===== src/rtl/sram_lane_pkg.sv =====
package sram_lane_pkg;
   typedef enum logic [2:0] {
      ST_IDLE,
      ST_SETUP,
      ST_STROBE,
      ST_HOLD,
      ST_TURN
   } seq_st_t;

   localparam logic [1:0] WM_WORD = 2'b00;
   localparam logic [1:0] WM_HALF = 2'b01;
endpackage


===== src/rtl/sram_lane_map.sv =====
// Decodes a request into a physical address, a lane mask and steered write data.
module sram_lane_map
   import sram_lane_pkg::*;
#(
   parameter int ADDR_W = 17,
   parameter int LANES  = 4,
   parameter int LANE_W = 8,
   localparam int DW    = LANES * LANE_W
) (
   input  logic [1:0]        mode,
   input  logic [ADDR_W+1:0] addr,
   input  logic [LANES-1:0]  be,
   input  logic [DW-1:0]     wdata,
   output logic [ADDR_W-1:0] maddr,
   output logic [LANES-1:0]  lanes,
   output logic [DW-1:0]     lane_wdata
);
   always_comb begin
      case (mode)
         WM_WORD: maddr = addr[ADDR_W-1:0];
         WM_HALF: maddr = addr[ADDR_W:1];
         default: maddr = addr[ADDR_W+1:2];
      endcase
   end

   for (genvar i = 0; i < LANES; i++) begin : g_lane
      logic pick_half;
      logic pick_byte;
      assign pick_half = (addr[0] == 1'(i / 2)) && be[i % 2];
      assign pick_byte = (addr[1:0] == 2'(i)) && be[0];
      assign lanes[i] = (mode == WM_WORD) ? be[i] :
                        (mode == WM_HALF) ? pick_half : pick_byte;
      assign lane_wdata[i*LANE_W +: LANE_W] =
         (mode == WM_WORD) ? wdata[i*LANE_W +: LANE_W] :
         (mode == WM_HALF) ? wdata[(i % 2)*LANE_W +: LANE_W] :
                             wdata[LANE_W-1:0];
   end
endmodule


===== src/rtl/sram_lane_rdalign.sv =====
// Masks unselected lanes and right-aligns the read data for the width mode.
module sram_lane_rdalign
   import sram_lane_pkg::*;
#(
   parameter int LANES  = 4,
   parameter int LANE_W = 8,
   localparam int DW    = LANES * LANE_W,
   localparam int HW    = DW / 2
) (
   input  logic [1:0]       mode,
   input  logic [1:0]       lsel,
   input  logic [LANES-1:0] lanes,
   input  logic [DW-1:0]    dq_in,
   output logic [DW-1:0]    rdata
);
   logic [DW-1:0] masked;

   for (genvar i = 0; i < LANES; i++) begin : g_mask
      assign masked[i*LANE_W +: LANE_W] =
         lanes[i] ? dq_in[i*LANE_W +: LANE_W] : '0;
   end

   always_comb begin
      rdata = '0;
      case (mode)
         WM_WORD: rdata = masked;
         WM_HALF: rdata[HW-1:0] = lsel[0] ? masked[DW-1:HW] : masked[HW-1:0];
         default: begin
            for (int k = 0; k < LANES; k++) begin
               if (lsel == 2'(k)) rdata[LANE_W-1:0] = masked[k*LANE_W +: LANE_W];
            end
         end
      endcase
   end
endmodule


===== src/rtl/sram_lane_seq.sv =====
// Phase sequencer: idle, setup, strobe, hold (write) or turnaround (read).
module sram_lane_seq
   import sram_lane_pkg::*;
#(
   parameter int LANES      = 4,
   parameter int STROBE_CYC = 2,
   parameter int SAMPLE_CYC = 2,
   parameter int TURN_CYC   = 2,
   localparam int MAXC = (STROBE_CYC > SAMPLE_CYC) ?
                         ((STROBE_CYC > TURN_CYC) ? STROBE_CYC : TURN_CYC) :
                         ((SAMPLE_CYC > TURN_CYC) ? SAMPLE_CYC : TURN_CYC),
   localparam int CW   = $clog2(MAXC + 1)
) (
   input  logic             clk,
   input  logic             rst_n,
   input  logic             req_valid,
   input  logic             req_write,
   input  logic [LANES-1:0] lanes_next,
   input  logic [LANES-1:0] lanes_q,
   output logic             accept,
   output logic             cap,
   output logic             zcap,
   output logic             rsp_valid,
   output logic             ready,
   output logic [LANES-1:0] cs_n,
   output logic [LANES-1:0] we_n,
   output logic             oe_n,
   output logic             dq_oe
);
   seq_st_t       st;
   logic [CW-1:0] cnt;
   logic [CW-1:0] last;
   logic          wr_q;
   logic          busy;
   logic          empty;

   assign empty  = (lanes_next == '0);
   assign accept = (st == ST_IDLE) && req_valid;
   assign last   = wr_q ? CW'(STROBE_CYC - 1) : CW'(SAMPLE_CYC - 1);
   assign cap    = (st == ST_STROBE) && !wr_q && (cnt == last);
   assign zcap   = accept && empty && !req_write;

   always_ff @(posedge clk or negedge rst_n) begin
      if (!rst_n) begin
         st        <= ST_IDLE;
         cnt       <= '0;
         wr_q      <= 1'b0;
         rsp_valid <= 1'b0;
      end else begin
         rsp_valid <= 1'b0;
         case (st)
            ST_IDLE: begin
               if (req_valid) begin
                  wr_q <= req_write;
                  cnt  <= '0;
                  if (!empty) begin
                     st <= ST_SETUP;
                  end else if (!req_write) begin
                     st        <= ST_TURN;
                     rsp_valid <= 1'b1;
                  end
               end
            end
            ST_SETUP: begin
               st  <= ST_STROBE;
               cnt <= '0;
            end
            ST_STROBE: begin
               if (cnt == last) begin
                  cnt <= '0;
                  if (wr_q) begin
                     st <= ST_HOLD;
                  end else begin
                     st        <= ST_TURN;
                     rsp_valid <= 1'b1;
                  end
               end else begin
                  cnt <= cnt + 1'b1;
               end
            end
            ST_HOLD: st <= ST_IDLE;
            ST_TURN: begin
               if (cnt == CW'(TURN_CYC - 1)) begin
                  st  <= ST_IDLE;
                  cnt <= '0;
               end else begin
                  cnt <= cnt + 1'b1;
               end
            end
            default: st <= ST_IDLE;
         endcase
      end
   end

   assign busy  = (st == ST_SETUP) || (st == ST_STROBE) || (st == ST_HOLD);
   assign ready = (st == ST_IDLE);
   assign cs_n  = busy ? ~lanes_q : '1;
   assign we_n  = ((st == ST_STROBE) && wr_q) ? ~lanes_q : '1;
   assign oe_n  = !((st == ST_STROBE) && !wr_q);
   assign dq_oe = busy && wr_q;
endmodule


===== src/rtl/sram_lane_ctrl.sv =====
module sram_lane_ctrl #(
   parameter int ADDR_W     = 17,
   parameter int LANES      = 4,
   parameter int LANE_W     = 8,
   parameter int STROBE_CYC = 2,
   parameter int SAMPLE_CYC = 2,
   parameter int TURN_CYC   = 2,
   localparam int DW        = LANES * LANE_W
) (
   input  logic              clk,
   input  logic              rst_n,
   input  logic              req_valid,
   output logic              req_ready,
   input  logic              req_write,
   input  logic [ADDR_W+1:0] req_addr,
   input  logic [LANES-1:0]  req_be,
   input  logic [DW-1:0]     req_wdata,
   input  logic [1:0]        width_mode,
   output logic              rsp_valid,
   output logic [DW-1:0]     rsp_rdata,
   output logic [ADDR_W-1:0] mem_addr,
   output logic [LANES-1:0]  mem_cs_n,
   output logic [LANES-1:0]  mem_we_n,
   output logic              mem_oe_n,
   output logic [DW-1:0]     mem_dq_out,
   output logic              mem_dq_oe,
   input  logic [DW-1:0]     mem_dq_in
);
   if (LANES != 4) begin : g_bad_lanes
      $error("sram_lane_ctrl: width steering needs exactly four lanes");
   end
   if (STROBE_CYC < 1 || SAMPLE_CYC < 1 || TURN_CYC < 1) begin : g_bad_timing
      $error("sram_lane_ctrl: every phase count must be at least one clock");
   end
   if (ADDR_W < 2 || LANE_W < 1) begin : g_bad_width
      $error("sram_lane_ctrl: address or lane width too small");
   end

   logic [ADDR_W-1:0] maddr_next;
   logic [LANES-1:0]  lanes_next;
   logic [DW-1:0]     wdata_next;
   logic [ADDR_W-1:0] maddr_q;
   logic [LANES-1:0]  lanes_q;
   logic [DW-1:0]     wdata_q;
   logic [1:0]        mode_q;
   logic [1:0]        lsel_q;
   logic [DW-1:0]     aligned;
   logic [DW-1:0]     rdata_q;
   logic              accept;
   logic              cap;
   logic              zcap;

   sram_lane_map #(.ADDR_W(ADDR_W), .LANES(LANES), .LANE_W(LANE_W)) u_map (
      .mode       (width_mode),
      .addr       (req_addr),
      .be         (req_be),
      .wdata      (req_wdata),
      .maddr      (maddr_next),
      .lanes      (lanes_next),
      .lane_wdata (wdata_next)
   );

   sram_lane_seq #(
      .LANES(LANES), .STROBE_CYC(STROBE_CYC),
      .SAMPLE_CYC(SAMPLE_CYC), .TURN_CYC(TURN_CYC)
   ) u_seq (
      .clk        (clk),
      .rst_n      (rst_n),
      .req_valid  (req_valid),
      .req_write  (req_write),
      .lanes_next (lanes_next),
      .lanes_q    (lanes_q),
      .accept     (accept),
      .cap        (cap),
      .zcap       (zcap),
      .rsp_valid  (rsp_valid),
      .ready      (req_ready),
      .cs_n       (mem_cs_n),
      .we_n       (mem_we_n),
      .oe_n       (mem_oe_n),
      .dq_oe      (mem_dq_oe)
   );

   sram_lane_rdalign #(.LANES(LANES), .LANE_W(LANE_W)) u_align (
      .mode  (mode_q),
      .lsel  (lsel_q),
      .lanes (lanes_q),
      .dq_in (mem_dq_in),
      .rdata (aligned)
   );

   always_ff @(posedge clk or negedge rst_n) begin
      if (!rst_n) begin
         maddr_q <= '0;
         lanes_q <= '0;
         wdata_q <= '0;
         mode_q  <= '0;
         lsel_q  <= '0;
      end else if (accept) begin
         maddr_q <= maddr_next;
         lanes_q <= lanes_next;
         wdata_q <= wdata_next;
         mode_q  <= width_mode;
         lsel_q  <= req_addr[1:0];
      end
   end

   always_ff @(posedge clk or negedge rst_n) begin
      if (!rst_n)    rdata_q <= '0;
      else if (cap)  rdata_q <= aligned;
      else if (zcap) rdata_q <= '0;
   end

   assign mem_addr   = maddr_q;
   assign mem_dq_out = wdata_q;
   assign rsp_rdata  = rdata_q;
endmodule


===== config.mk =====
export PLATFORM = sky130hd
export DESIGN_NAME = sram_lane_ctrl
export DESIGN_NICKNAME = d
export VERILOG_FILES = /design/src/rtl/sram_lane_pkg.sv /design/src/rtl/sram_lane_map.sv /design/src/rtl/sram_lane_rdalign.sv /design/src/rtl/sram_lane_seq.sv /design/src/rtl/sram_lane_ctrl.sv
export SDC_FILE = /design/constraint.sdc
export NUM_CORES = 1
export LEC_CHECK = 0
export BUFFER_PORTS_ARGS = -buffer_cell sky130_fd_sc_hd__buf_4
export CAP_MARGIN = 20
export CORE_MARGIN = 10
export CORE_UTILIZATION = 41
export DETAILED_ROUTE_END_ITERATION = 16
export HOLD_SLACK_MARGIN = 0.02
export PLACE_DENSITY = 0.68
export SYNTH_ARGS = -nofsm -noshare
export SYNTH_HDL_FRONTEND = slang
export SYNTH_SLANG_ARGS = --single-unit

===== constraint.sdc =====
create_clock -name clk -period 3.85 [get_ports clk]
set_clock_uncertainty 0.2 [all_clocks]
set_input_delay 0.77 -clock clk [delete_from_list [all_inputs] [get_ports clk]]
set_output_delay 0.77 -clock clk [all_outputs]
set_load 0.02 [all_outputs]

==> reports/metrics.json <==
{
  "outcome": "complete, no violations",
  "finalWirelength_um": 16500,
  "final.setup.worst_slack_ns": 0.954,
  "num_antenna_cells": 0,
  "unrepaired_setup_endpoints_after_global_routing": "false",
  "synth.net_count": 660,
  "grt.total_usage": 0.185,
  "cp_num_buf_inv": 1,
  "placement.setup.worst_slack_ns": 0.830,
  "final_net_count": 814,
  "cts-buffers-inserted": 9,
  "fill_cells": 1113,
  "fin_crit_sh": 0.752,
  "cpMaxStageDelayCell": "sky130_fd_sc_hd__or3_1",
  "route.antenna.remaining_nets": 0,
  "die_h_um": 131,
  "finalSetupViolCount": 0,
  "hold_path.class": "input port to async pin",
  "dpl.hpwl_um": 12300,
  "cpPeakStageDelay_ns": 0.69,
  "pin_count_of_the_biggest_net_entering_global_routing": 70,
  "power.density_cell_area_nw_per_um2": 766,
  "postCtsSetupBuffers": 0,
  "worst-endpoint-required_ns": 3.91,
  "clock-sinks": 96,
  "io_buffers": 185,
  "clock_tree.root_cell": "sky130_fd_sc_hd__clkbuf_16",
  "layout.cells.most_common": "sky130_fd_sc_hd__buf_4",
  "cp_top_family": "simple AND/OR/NAND/NOR gates",
  "tightest_slew_ns": 0.756,
  "io_pins": 186,
  "layout_common_cells": "193 x sky130_fd_sc_hd__buf_4, 168 x sky130_fd_sc_hd__nand2_1, 96 x sky130_fd_sc_hd__dfrtp_1",
  "ctsHoldBuffers": 0,
  "num_rows": 40,
  "max_clock_freq_ghz": 0.345,
  "detail_route.wl_per_cell_um": 18.4,
  "synth-seq-area-share": 0.474,
  "drtIter0Drc": 284,
  "die_x_um": 131,
  "die-area_sq_um": 17200,
  "cts.repair.resized": 0,
  "ctsLongestPathBuffers": 2,
  "syn_area_per_cell_sq_um": 8.93,
  "max-vdd-ir-drop_mv": 0.321,
  "final_period_minus_worst_setup_slack_ns": 2.90,
  "start_kind": "flop",
  "num_vias": 4702,
  "start_util": 0.420,
  "antenna_found_initial": 0,
  "worst-path-max-fanout": 49,
  "clk_pin_slew_ns": 0.07,
  "p_leak_nw": 3.31,
  "global_route_wire_length_before_repair_um": 26100,
  "fin_setup_tns_ns": 0,
  "cts_tree": "done",
  "coreArea_sq_um": 12100,
  "yosys_most_used_dff": "sky130_fd_sc_hd__dfrtp_1",
  "timing.critical_path.arrival_ns": 2.95,
  "cp_cell_sequence": "or4b_4 > or2_1 > buf_4 > or3_1 > o22ai_1",
  "drc": 0,
  "worstSkewPairLatency_ns": 0.35,
  "ys_types": 40,
  "synth.cell_area_sq_um": 5060,
  "gp_congestion": 0.807,
  "timing.slew.headroom": 0.496,
  "overflow": 0,
  "final_hold_violation_count": 0,
  "first_pass_iters": 4,
  "cp-end-kind": "flop",
  "h_tree_lvls": 3,
  "path_class": "flop to flop",
  "first_global_vias": 4824,
  "synthesis.instances": 567,
  "area_growth_syn_to_layout_pct": 34.4,
  "timing_max_transition_violations_final": 0,
  "max-cap-violations": 0,
  "viasPerCell": 5.26,
  "synth_async_sr_flop_share": 1.00,
  "synth_edf_count": 0,
  "drive_gt1_frac": 0.320,
  "yosys_reg_bits": 96,
  "synth_warnings": 0
}
==> final timing paths <==
kind | start | end | slack, ns | cells after the start
max | u_seq.st[1]$_DFFE_PN0P_ | rsp_rdata[20]$_DFFE_PN0P_ | 0.95 | 5
min | rst_n | rsp_rdata[10]$_DFFE_PN0P_ | 0.21 | 1
max reg2reg | u_seq.st[1]$_DFFE_PN0P_ | rsp_rdata[20]$_DFFE_PN0P_ | 0.95 | 5
min reg2reg | mem_dq_out[24]$_DFFE_PN0P_ | mem_dq_out[24]$_DFFE_PN0P_ | 0.28 | 2
max in group asynchronous | rst_n | rsp_rdata[19]$_DFFE_PN0P_ | 2.41 | 2
min in group clk | mem_dq_out[24]$_DFFE_PN0P_ | mem_dq_out[24]$_DFFE_PN0P_ | 0.28 | 2
==> kinds of logic after synthesis <==
| kind of cell | count (synthesis) | synth area share |
|---|---|---|
| compound gates | 137 | 0.174 |
| mux | 49 | 0.117 |
| buf+inv | 53 | 0.0442 |
| fa+ha+maj | 1 | 0.00198 |
| xor+xnor | 1 | 0.00173 |
| flops | 96 | 0.474 |
| simple gates | 230 | 0.187 |
==> registers in the layout (all words and copies together) (netlist names) <==
| signal | flops |
|---|---|
| u_seq.rsp_valid | 1 |
| rsp_rdata | 32 |
| lanes_q | 4 |
| u_seq.cnt | 2 |
| lsel_q | 2 |
| mem_addr | 17 |
| mode_q | 2 |
| mem_dq_out | 32 |
| u_seq.st | 3 |
| u_seq.wr_q | 1 |
==> area by class of cell <==
type,instances,area [sq um],area share
clock buffer,11,253,0.0371
clock inverter,5,40.0,0.00588
inverter,3,11.3,0.00165
multi-input combinational,418,2440,0.359
sequential,96,2400,0.353
tap,168,210,0.0309
timing repair buffer,193,1450,0.213
==> through the flow <==
step | cell area [sq um] | hold slack, ns | util | std cells | power (mW)
after floorplan | 5060 | 0.274 | - | 567 | 3.26
after global placement | 6510 | 0.262 | 0.540 | 878 | 4.33
after detailed placement | 6510 | 0.269 | 0.540 | 878 | 4.39
after CTS | 6810 | 0.224 | 0.564 | 894 | 5.27
after global routing | 6810 | 0.249 | 0.564 | 894 | 5.57
final | 6810 | 0.211 | 0.564 | 894 | 5.21
==> per-layer routing <==
metal  track usage  part of all wire  vias to the layer above
li1              -                 -                     2275
met1         0.223              0.42                     2213
met2         0.288              0.46                      205
met3        0.0888              0.11                        9
met4        0.0494             0.010                        0
met5             0                 0                        -
==> report_power, final <==
group          internal, mW  total, mW  leakage, nW  switching [mW]
clock network         0.477      0.878        0.134           0.401
registers              1.45       1.91         1.24           0.462
logic                  1.03       2.43         1.94            1.40
==> cells in the mapped netlist (2+ instances only) <==
library cell,instances,area share
sky130_fd_sc_hd__mux4_2,8,0.036
sky130_fd_sc_hd__or3b_2,2,0.0035
sky130_fd_sc_hd__buf_6,2,0.0044
sky130_fd_sc_hd__nand2b_1,3,0.0037
sky130_fd_sc_hd__buf_2,5,0.0049
sky130_fd_sc_hd__nand2_1,168,0.12
sky130_fd_sc_hd__o22ai_2,10,0.025
sky130_fd_sc_hd__and3_1,9,0.011
sky130_fd_sc_hd__o21ai_0,48,0.047
sky130_fd_sc_hd__a221oi_1,9,0.016
sky130_fd_sc_hd__dfrtp_1,96,0.47
sky130_fd_sc_hd__a21oi_1,30,0.030
sky130_fd_sc_hd__buf_1,6,0.0044
sky130_fd_sc_hd__inv_1,3,0.0022
sky130_fd_sc_hd__clkbuf_1,36,0.027
sky130_fd_sc_hd__mux2i_1,41,0.081
sky130_fd_sc_hd__o22ai_1,15,0.019
sky130_fd_sc_hd__nor2_1,37,0.027
sky130_fd_sc_hd__a31oi_1,10,0.012
sky130_fd_sc_hd__and2_1,2,0.0025
sky130_fd_sc_hd__o2bb2ai_1,8,0.014
No activity file was read; power rests on OpenSTA's default activity.
